$ cat src/rtl/pad_pkg.sv
package pad_pkg;
  localparam int AXIS_W   = 8;
  localparam int NIB_W    = 4;
  localparam int IDX_W    = 4;
  localparam int ANA_TERM = 14;   // index of the zero terminator
  localparam int ANA_END  = ANA_TERM + 1;
  localparam int DIG_END  = 6;

  typedef logic [NIB_W-1:0] nib_t;

  typedef struct packed {
    logic              analog;
    logic [AXIS_W-1:0] x;
    logic [AXIS_W-1:0] y;
    logic [AXIS_W-1:0] tr;
    logic [AXIS_W-1:0] tl;
    logic [3:0]        dir_n;
    logic [3:0]        key_n;
    logic [2:0]        face_n;
    logic              trr_n;
    logic              trl_n;
  } snap_t;
endpackage

$ cat src/rtl/pad_sync.sv
module pad_sync #(
  parameter int W      = 2,
  parameter int STAGES = 2
) (
  input  logic         clk_i,
  input  logic         rst_ni,
  input  logic [W-1:0] d_i,
  output logic [W-1:0] q_o
);
  logic [W-1:0] pipe_q [STAGES];

  always_ff @(posedge clk_i or negedge rst_ni) begin
    if (!rst_ni) begin
      for (int s = 0; s < STAGES; s++) pipe_q[s] <= '1;  // idle lines high
    end else begin
      pipe_q[0] <= d_i;
      for (int s = 1; s < STAGES; s++) pipe_q[s] <= pipe_q[s-1];
    end
  end

  assign q_o = pipe_q[STAGES-1];
endmodule

$ cat src/rtl/pad_hyst.sv
module pad_hyst #(
  parameter int          W  = 8,
  parameter logic [W-1:0] HI = 8'h90,
  parameter logic [W-1:0] LO = 8'h56
) (
  input  logic         clk_i,
  input  logic         rst_ni,
  input  logic [W-1:0] val_i,
  output logic         bit_n_o
);
  logic pressed_q;

  always_ff @(posedge clk_i or negedge rst_ni) begin
    if (!rst_ni)          pressed_q <= 1'b0;
    else if (val_i > HI)  pressed_q <= 1'b1;
    else if (val_i < LO)  pressed_q <= 1'b0;
  end

  assign bit_n_o = ~pressed_q;
endmodule

$ cat src/rtl/pad_seq.sv
module pad_seq
  import pad_pkg::*;
(
  input  logic  clk_i,
  input  logic  rst_ni,
  input  logic  th_i,
  input  logic  tr_i,
  input  snap_t snap_i,
  output nib_t  nib_o,
  output logic  tl_o
);
  logic [IDX_W-1:0] idx_q;
  logic             tl_q;
  nib_t             nib_q;
  logic             step;
  logic             past_end;
  logic [IDX_W-1:0] end_idx;
  nib_t             nib_next;

  function automatic nib_t pick(input logic [IDX_W-1:0] i, input snap_t s);
    nib_t n;
    case (i)
      4'd0:    n = s.analog ? 4'h1 : 4'h0;
      4'd1:    n = s.analog ? 4'h6 : 4'h2;
      4'd2:    n = s.dir_n;
      4'd3:    n = s.key_n;
      4'd4:    n = {s.trr_n, s.face_n};
      4'd5:    n = {s.trl_n, 3'b111};
      4'd6:    n = s.x[7:4];
      4'd7:    n = s.x[3:0];
      4'd8:    n = s.y[7:4];
      4'd9:    n = s.y[3:0];
      4'd10:   n = s.tr[7:4];
      4'd11:   n = s.tr[3:0];
      4'd12:   n = s.tl[7:4];
      4'd13:   n = s.tl[3:0];
      4'd14:   n = 4'h0;
      default: n = 4'h1;
    endcase
    return n;
  endfunction

  assign end_idx  = snap_i.analog ? IDX_W'(ANA_END) : IDX_W'(DIG_END);
  assign past_end = (idx_q >= end_idx);
  assign step     = !th_i && (tr_i != tl_q);
  assign nib_next = past_end ? 4'h1 : pick(idx_q, snap_i);

  always_ff @(posedge clk_i or negedge rst_ni) begin
    if (!rst_ni) begin
      idx_q <= '0;
      tl_q  <= 1'b1;
      nib_q <= 4'hF;
    end else if (th_i) begin
      idx_q <= '0;
      tl_q  <= 1'b1;
      nib_q <= 4'hF;
    end else if (step) begin
      nib_q <= nib_next;
      tl_q  <= past_end ? 1'b1 : tr_i;
      if (!past_end) idx_q <= idx_q + 1'b1;
    end
  end

  assign nib_o = nib_q;
  assign tl_o  = tl_q;
endmodule

$ cat src/rtl/analog_pad_responder.sv
module analog_pad_responder
  import pad_pkg::*;
#(
  parameter int                SYNC_STAGES = 2,
  parameter logic [AXIS_W-1:0] HI_THR      = 8'h90,
  parameter logic [AXIS_W-1:0] LO_THR      = 8'h56
) (
  input  logic              clk_i,
  input  logic              rst_ni,
  input  logic              th_i,
  input  logic              tr_i,
  input  logic              analog_mode_i,
  input  logic [AXIS_W-1:0] stick_x_i,
  input  logic [AXIS_W-1:0] stick_y_i,
  input  logic [AXIS_W-1:0] trig_r_i,
  input  logic [AXIS_W-1:0] trig_l_i,
  input  logic [3:0]        dir_n_i,
  input  logic [3:0]        key_n_i,
  input  logic [2:0]        face_n_i,
  output logic [3:0]        nib_o,
  output logic              tl_o
);
  localparam int NTRIG = 2;

  logic [1:0]        line_s;
  logic              th_s, tr_s;
  logic [AXIS_W-1:0] trig_val [NTRIG];
  logic [NTRIG-1:0]  trig_n;
  logic              trr_n, trl_n;
  snap_t             snap_d, snap_q;

  pad_sync #(.W(2), .STAGES(SYNC_STAGES)) u_sync (
    .clk_i (clk_i),
    .rst_ni(rst_ni),
    .d_i   ({th_i, tr_i}),
    .q_o   (line_s)
  );
  assign th_s = line_s[1];
  assign tr_s = line_s[0];

  assign trig_val[0] = trig_r_i;
  assign trig_val[1] = trig_l_i;

  for (genvar g = 0; g < NTRIG; g++) begin : g_trig
    pad_hyst #(.W(AXIS_W), .HI(HI_THR), .LO(LO_THR)) u_hyst (
      .clk_i  (clk_i),
      .rst_ni (rst_ni),
      .val_i  (trig_val[g]),
      .bit_n_o(trig_n[g])
    );
  end
  assign trr_n = trig_n[0];
  assign trl_n = trig_n[1];

  always_comb begin
    snap_d.analog = analog_mode_i;
    snap_d.x      = stick_x_i;
    snap_d.y      = stick_y_i;
    snap_d.tr     = trig_r_i;
    snap_d.tl     = trig_l_i;
    snap_d.dir_n  = dir_n_i;
    snap_d.key_n  = key_n_i;
    snap_d.face_n = face_n_i;
    snap_d.trr_n  = trr_n;
    snap_d.trl_n  = trl_n;
  end

  // snapshot tracks inputs while idle, frozen for the whole transfer
  always_ff @(posedge clk_i or negedge rst_ni) begin
    if (!rst_ni) begin
      snap_q <= '{analog: 1'b1, x: 8'h80, y: 8'h80, tr: '0, tl: '0,
                  dir_n: '1, key_n: '1, face_n: '1, trr_n: 1'b1, trl_n: 1'b1};
    end else if (th_s) begin
      snap_q <= snap_d;
    end
  end

  pad_seq u_seq (
    .clk_i (clk_i),
    .rst_ni(rst_ni),
    .th_i  (th_s),
    .tr_i  (tr_s),
    .snap_i(snap_q),
    .nib_o (nib_o),
    .tl_o  (tl_o)
  );
endmodule

$ cat config.mk
export PLATFORM = sky130hd
export DESIGN_NAME = analog_pad_responder
export DESIGN_NICKNAME = d
export VERILOG_FILES = /design/src/rtl/pad_pkg.sv /design/src/rtl/pad_sync.sv /design/src/rtl/pad_hyst.sv /design/src/rtl/pad_seq.sv /design/src/rtl/analog_pad_responder.sv
export SDC_FILE = /design/constraint.sdc
export NUM_CORES = 1
export LEC_CHECK = 0
export BUFFER_PORTS_ARGS = -buffer_cell sky130_fd_sc_hd__buf_4
export CORE_ASPECT_RATIO = 1.4
export CORE_UTILIZATION = 50
export CTS_CLUSTER_DIAMETER = 40
export CTS_CLUSTER_SIZE = 8
export DETAILED_ROUTE_END_ITERATION = 7
export PLACE_DENSITY = 0.77
export RECOVER_POWER = 25
export SLEW_MARGIN = 15
export SYNTH_ARGS = -nofsm -noshare
export SYNTH_HDL_FRONTEND = slang
export SYNTH_SLANG_ARGS = --single-unit
$ cat constraint.sdc
create_clock -name clk_i -period 2.3 [get_ports clk_i]
set_input_delay 0.115 -clock clk_i [delete_from_list [all_inputs] [get_ports clk_i]]
set_output_delay 0.115 -clock clk_i [all_outputs]
set_load 0.05 [all_outputs]
==> results_dict.tcl, run 1 <==
set metrics [dict create \
    drt_pass1_iterations 6 \
    critical_path.endpoint_type "flip-flop" \
    yosys_most_used_dff "sky130_fd_sc_hd__dfrtp_1" \
    pwr_density_cell_mw_per_mm2 723 \
    cts_setup_buffers 0 \
    grt_pass1_wl_um 10900 \
    clk_pwr_share 0.357 \
    power_frac_comb 0.178 \
    synth_area_in_simple_gates 0.0576 \
    layout_min_cycle_time_ns 2.13 \
    muxShareOfSynthArea 0.185 \
    grt.total_usage 0.243 \
    timing.hold.ws_ns 0.000912 \
    hold_class "in2reg" \
    area_taken_by_multi_input_logic_gates_mm2 0.00124 \
    cp.required_ns 2.58 \
    path_buf_inv 1 \
    antennaDiodeCount 0 \
    ctsHtreeMaxLevel 3 \
    design.final.nets 367 \
    synth-seq-area-share 0.539 \
    met2_wirelength_um 3260 \
    sequentialPowerShare 0.466 \
    post_drt_wl_per_cell_um 16.9 \
    hold_path_end "snap_q[13]$_DFFE_PN0P_" \
    final_area_mm2 0.00383 \
    timing.setup.critical_path_class "reg2reg" \
    placed_cell_area_mm2 0.00335 \
    synth.area.top_cells "sky130_fd_sc_hd__dfrtp_1 (31%), sky130_fd_sc_hd__dfstp_2 (23%), sky130_fd_sc_hd__mux2_1 (17%)" \
    clock_tree.root_cell "sky130_fd_sc_hd__clkbuf_8" \
    seq_area_mm2 0.00156 \
    outcome "finished clean" \
    floorplan.die.width_um 66.2 \
    fp-row-count 32 \
    chipHeight_um 91.9 \
    start_util 0.523 \
    clkSlewWorstSetupHoldPaths_ns 0.07 \
    synth_cell_types 42 \
    crit-reg2reg-launch "snap_q[45]$_DFFE_PN1P_" \
    slew_headroom 0.0399 \
    worst_case_setup_margin_in_the_final_layout_ns 0.171 \
    routedLengthMet1_um 2760 \
    synth_edf_count 0 \
    ant_nets 0 \
    hold_viol 0 \
    maximum_number_of_pins_on_one_net_before_global_route_repair 62 \
    cellLeakagePower_nw 1.67 \
    crit_path_cell_trace "inv_1 > ha_1 > and3_4 > a211oi_4 > nor2b_4 > a21boi_1 > a221o_1" \
    hpwl_um 4300 \
    clock-sinks 61 \
    cts_buf_count 9 \
    crit_path_start_kind "flip-flop" \
    vias_per_cell 5.58 \
    postSynthRegisterBits 61 \
    syn-instance-count 231 \
    post-route-period-util 0.926 \
    area_growth_syn_to_layout_pct 32.7 \
    avgSynthCellArea_um2 12.5 \
    worst-r2r-setup-slack_ns 0.17 \
    synth_adder_area_share 0.0260 \
    cpPeakStageDelay_ns 0.56 \
    synth_async_sr_flop_share 1.00 \
    proportion_of_layout_cells_with_a_drive_suffix_above_1 0.318 \
    tns_ns 0 \
    critPathTopFamily "compound AO/OA/AOI/OAI gates" \
    synthXorXnorAreaFrac 0.0121 \
    cts_max_path_buffers 2 \
    swShare 0.260 \
    max_freq_mhz 470 \
    crit_slowest_cell "sky130_fd_sc_hd__dfstp_2" \
    data_arrival_time_at_the_worst_slack_endpoint_ns 2.41 \
    core-area_mm2 0.00553 \
    routed_wirelength_um 6540 \
    whs_path_depth 2 \
    io-pin-count 53 \
    fin_skew_ns 0.0116 \
    reg2reg_depth 7 \
    top_layer "met4" \
    setup_viol_count_final 0 \
    filler_cell_count 403 \
    net-switching-power_uw 721 \
    wl_met3_um 265 \
    grt-ovfl-total 0 \
    power_report.internal_total_mw 2.05 \
    clk_latency_ns 0.34 \
    drt_first_iter_violations 132 \
    synth.yosys.warnings 0 \
    peakVddDrop_v 0.000474 \
    synth_compound_gate_area_share 0.148 \
    via_count 2155 \
    synth_top_family_by_area "multiplexers" \
    crit-reg2reg-capture "u_seq.nib_o[3]$_DFFE_PN1P_" \
    rsz0062_at_grt "no" \
    port-buffer-count 52 \
    hp-start "trig_l_i[0]" \
    design_power_total_mw 2.77 \
    timing.final.max_slew_violations 0 \
    max_cap_violations 0 \
    synth_largest_area_cell "sky130_fd_sc_hd__dfrtp_1" \
    worst_slew_pin_slew_ns 1.44 \
    crit_path_max_fanout 6 \
    synth_area_mm2 0.00289 \
    syn-num-nets 285 \
    dp_slack_ns 0.251 \
    first_global_vias 2274 \
    post-synth-top-count-cell "sky130_fd_sc_hd__mux2_1" \
    synth_largest_type_area_fraction 0.312 \
    cts_tree "yes" \
    remaining_drc_errors 0 \
    number_of_antenna_violations_at_the_first_check_in_global_routing 0 \
    die_area_mm2 0.00609 \
    gp_congestion 0.835 \
    synth_top_cells_by_count "sky130_fd_sc_hd__mux2_1 (43), sky130_fd_sc_hd__dfrtp_1 (36), sky130_fd_sc_hd__dfstp_2 (25)" \
]
[layout by cell type, fill, tap and decap left out, types with 2 or more instances in the layout]
cell	Yosys	routed
sky130_fd_sc_hd__a211o_1	2	2
sky130_fd_sc_hd__a21o_1	4	4
sky130_fd_sc_hd__a21oi_1	16	16
sky130_fd_sc_hd__a221o_1	3	3
sky130_fd_sc_hd__a221oi_1	2	2
sky130_fd_sc_hd__a222oi_1	2	2
sky130_fd_sc_hd__a22oi_1	6	6
sky130_fd_sc_hd__a311oi_1	2	2
sky130_fd_sc_hd__a32oi_1	2	2
sky130_fd_sc_hd__buf_4	0	53
sky130_fd_sc_hd__clkbuf_1	9	3
sky130_fd_sc_hd__clkbuf_4	0	2
sky130_fd_sc_hd__clkbuf_8	0	12
sky130_fd_sc_hd__dfrtp_1	36	36
sky130_fd_sc_hd__dfstp_2	25	25
sky130_fd_sc_hd__dlygate4sd3_1	0	28
sky130_fd_sc_hd__ha_1	6	6
sky130_fd_sc_hd__inv_1	7	7
sky130_fd_sc_hd__mux2_1	43	43
sky130_fd_sc_hd__mux2i_1	4	4
sky130_fd_sc_hd__nand2_1	13	13
sky130_fd_sc_hd__nand2b_1	2	2
sky130_fd_sc_hd__nand3_1	2	2
sky130_fd_sc_hd__nor2_1	13	13
sky130_fd_sc_hd__o21ai_0	3	3
sky130_fd_sc_hd__o21ai_1	3	3
sky130_fd_sc_hd__o41ai_1	2	2
sky130_fd_sc_hd__xnor2_1	2	2
sky130_fd_sc_hd__xor2_1	2	2
[sequential cells by signal, summed over array words and instances, names as in the netlist]
name	cells
u_seq.nib_o	4
u_sync.pipe_q	2
snap_q	46
u_seq.tl_o	1
u_seq.idx_q	4
u_sync.q_o	2
g_trig.u_hyst.pressed_q	2
[per-layer routing]
metal	global-route usage	vias up
met1	0.304	1058
met4	0.137	0
met3	0.0522	24
met5	0	-
li1	-	1008
met2	0.382	65
[kinds of logic (layout without fill, tap and decap cells)]
logic type                 Yosys count  after routing
buffers and inverters               21            108
xor gates and xnor gates             4              4
adders and majority gates            6              6
and+or+nand+nor                     35             35
muxes                               48             48
DFF                                 61             61
AOI/OAI and AO/OA                   56             56
[power by group through the flow]
stage | clock [mW] | sequential (mW) | combinational, mW
detailed placement | 0 | 1.31 | 0.453
floorplan | 0 | 1.31 | 0.258
global placement | 0 | 1.30 | 0.437
finish | 0.987 | 1.29 | 0.493
CTS | 0.997 | 1.29 | 0.494
global route | 1.05 | 1.30 | 0.535
[how the worst max path moves through the flow]
stage	startpoint	end	slack, ns	cells past startpoint
after floorplan	snap_q[45]$_DFFE_PN1P_	u_seq.nib_o[3]$_DFFE_PN1P_	0.41	7
after global placement	snap_q[45]$_DFFE_PN1P_	u_seq.nib_o[3]$_DFFE_PN1P_	0.32	7
after detailed placement	snap_q[45]$_DFFE_PN1P_	u_seq.nib_o[3]$_DFFE_PN1P_	0.25	7
after CTS	snap_q[45]$_DFFE_PN1P_	u_seq.nib_o[3]$_DFFE_PN1P_	0.19	7
after global routing	snap_q[45]$_DFFE_PN1P_	u_seq.nib_o[3]$_DFFE_PN1P_	0.06	7
final	snap_q[45]$_DFFE_PN1P_	u_seq.nib_o[3]$_DFFE_PN1P_	0.17	7
[layout make-up]
type	count	area share
Multi-Input combinational cell	149	0.323
Tap cell	68	0.0222
Inverter	7	0.00686
Timing Repair Buffer	85	0.187
Clock buffer	15	0.0460
Sequential cell	61	0.406
Clock inverter	1	0.00784
[stage by stage]
step,cells,utilization
after floorplan,231,-
after CTS,386,0.694
after global routing,386,0.694
final,386,0.694
after detailed placement,342,0.606
after global placement,342,0.606
[worst register-to-register path, delay by kind of cell (launching register included)]
family,cells,cell delay [ns]
AOI/OAI and AO/OA,3,0.73
DFF,1,0.56
and+or+nand+nor,2,0.41
adders and majority gates,1,0.29
buffers and inverters,1,0.06
[repair_timing]
action                                 4_1_cts  5_1_grt
resized for setup                            0        0
hold buffers                                28        0
endpoints found under the hold margin       63        0
Note: power is estimated with default switching activity, not from simulation.
==> inputs of run 2 (changes only) <==
CORE_UTILIZATION = 30   (was 50)
PLACE_DENSITY = 0.52   (was 0.77)
REMOVE_ABC_BUFFERS = 1   (was not set)
==> run 2 against run 1 <==
Compared with the run above:
- fmax rose by 3.7%
- critical path type unchanged
- worst hold slack better by 0.0046 ns
- via count shrank 7.1%
- the run now ends with design-rule violations left
- highest routed layer unchanged
- sequential share of layout area rose by 1.0 points
==> results_dict.tcl, run 2 (synthesis gave the netlist of run 1 again) <==
set metrics [dict create \
    hpwl_um 4420 \
    ant_nets 0 \
    proportion_of_layout_cells_with_a_drive_suffix_above_1 0.336 \
    cts_tree "yes" \
    use_met3 0.0379 \
    post-route-period-util 0.893 \
    fin_skew_ns 0.00761 \
    drt_first_iter_violations 133 \
    floorplan.die.width_um 84.9 \
    design.final.nets 344 \
    crit_cells 7 \
    critical_path.endpoint_type "flip-flop" \
    crit_path_max_fanout 6 \
    gr-usage-met2 0.232 \
    maximum_number_of_pins_on_one_net_before_global_route_repair 62 \
    whs_path_depth 2 \
    number_of_antenna_violations_at_the_first_check_in_global_routing 0 \
    vias_per_cell 4.94 \
    top_register "snap_q" \
    clkSlewWorstSetupHoldPaths_ns 0.05 \
    layout.cells.most_common_list "sky130_fd_sc_hd__buf_4 (51), sky130_fd_sc_hd__mux2_1 (43), sky130_fd_sc_hd__dfrtp_1 (36)" \
    tns_ns 0 \
    cts_setup_buffers 0 \
    post_drt_wl_per_cell_um 15.8 \
    violations_in_the_final_reports "design-rule violations" \
    critPathTopFamily "compound AO/OA/AOI/OAI gates" \
    antennaDiodeCount 0 \
    largest_register_ff_count 46 \
    start_util 0.307 \
    clk_latency_ns 0.33 \
    peakVddDrop_v 0.000325 \
    max_freq_mhz 487 \
    cellLeakagePower_nw 1.61 \
    setup_viol_count_final 0 \
    top_usage_layer "met2" \
    clk_pwr_share 0.421 \
    timing.final.max_slew_violations 0 \
    crit_path_start_kind "flip-flop" \
    first_global_vias 2055 \
    rsz0062_at_grt "no" \
    gp_congestion 0.766 \
    path_buf_inv 1 \
    post_cts.resized_instances 0 \
    ctsHtreeMaxLevel 3 \
    pwr_density_cell_mw_per_mm2 806 \
    core-area_mm2 0.00941 \
    swShare 0.253 \
    slew_headroom 0.0187 \
    die_area_mm2 0.0100 \
    max_cap_violations 0 \
    remaining_drc_errors 3 \
    port-buffer-count 52 \
    area_growth_syn_to_layout_pct 29.4 \
    power_frac_comb 0.153 \
    sequentialPowerShare 0.426 \
    drt_pass1_iterations 8 \
    filler_cell_count 911 \
    hold_class "in2reg" \
    worst_slew_pin_slew_ns 1.47 \
    chipHeight_um 118 \
    net-switching-power_uw 763 \
    met1_usage 0.172 \
    cts_buf_count 9 \
    grt_pass1_wl_um 10600 \
    fp-row-count 42 \
    grt-ovfl-total 0 \
    crit_path_cell_trace "inv_1 > ha_1 > and3_4 > a211oi_4 > nor2b_4 > a21boi_1 > a221o_1" \
    power_report.internal_total_mw 2.25 \
    cpPeakStageDelay_ns 0.55 \
    crit_slowest_cell "sky130_fd_sc_hd__dfstp_2" \
    outcome "finished with violations" \
    hold_viol 0 \
    reg2reg_depth 7 \
    clock-sinks 61 \
    grt.total_usage 0.142 \
    via_count 2002 \
    data_arrival_time_at_the_worst_slack_endpoint_ns 2.31 \
    most_common_library_cell_in_the_layout_ignoring_fill_and_taps "sky130_fd_sc_hd__buf_4" \
    io-pin-count 53 \
    routed_wirelength_um 6380 \
    cts_max_path_buffers 2 \
    clock_tree.root_cell "sky130_fd_sc_hd__clkbuf_16" \
    cp.required_ns 2.56 \
    layout_min_cycle_time_ns 2.05 \
    design_power_total_mw 3.01 \
    timing.setup.critical_path_class "reg2reg" \
]
==> run 2: cell count changes in the layout (fill, tap and decap cells not counted), sizes merged <==
cell         change
dlygate4sd3     -21
buf              -2
bufinv           -1
clkinv           +1
==> run 2: final timing paths <==
path	from	end	slack, ns
min	stick_y_i[4]	snap_q[33]$_DFFE_PN0P_	0.006
min reg2reg	u_sync.pipe_q[2]$_DFF_PN1_	u_sync.q_o[0]$_DFF_PN1_	0.35
max	snap_q[45]$_DFFE_PN1P_	u_seq.nib_o[3]$_DFFE_PN1P_	0.25
min in group asynchronous	rst_ni	snap_q[33]$_DFFE_PN0P_	0.69
max reg2reg	snap_q[45]$_DFFE_PN1P_	u_seq.nib_o[3]$_DFFE_PN1P_	0.25
max in group asynchronous	rst_ni	snap_q[14]$_DFFE_PN0P_	0.73
==> run 2: power by group through the flow <==
stage / logic [mW] / registers (mW) / clock network (mW)
after global placement: 0.453 / 1.30 / 0
after global routing: 0.512 / 1.30 / 1.34
after CTS: 0.471 / 1.28 / 1.30
final: 0.460 / 1.28 / 1.27
after detailed placement: 0.459 / 1.30 / 0
after floorplan: 0.236 / 1.33 / 0
==> run 2: what timing repair did <==
action / in CTS / in global routing
endpoints found under the setup margin: 0 / 0
hold buffers: 7 / 0
hold endpoints to repair: 42 / 0
==> run 2: metal layers <==
layer | part of all wire | vias to the layer above
met5 | 0 | -
met4 | 0.023 | 0
met3 | 0.030 | 9
met2 | 0.51 | 31
met1 | 0.44 | 1001
li1 | - | 961
==> run 2: final cells by class <==
type | count | area [um^2] | share of cell area
sequential | 61 | 1560 | 0.417
timing repair buffer | 62 | 493 | 0.132
clock buffer | 15 | 278 | 0.0743
multi-input combinational | 149 | 1240 | 0.332
clock inverter | 1 | 5.00 | 0.00134
tap | 110 | 138 | 0.0368
inverter | 7 | 26.3 | 0.00703
==> run 2: through the flow <==
stage | hold slack, ns | util | setup WS, ns | instance area (um^2) | cells
after floorplan | -0.181 | - | 0.263 | 2820 | 217
after CTS | 0.000270 | 0.397 | 0.248 | 3740 | 405
after global routing | 0.00371 | 0.397 | 0.0811 | 3740 | 405
after global placement | 0.225 | 0.360 | 0.341 | 3390 | 382
after detailed placement | 0.227 | 0.360 | 0.271 | 3390 | 382
final | 0.00552 | 0.397 | 0.247 | 3740 | 405
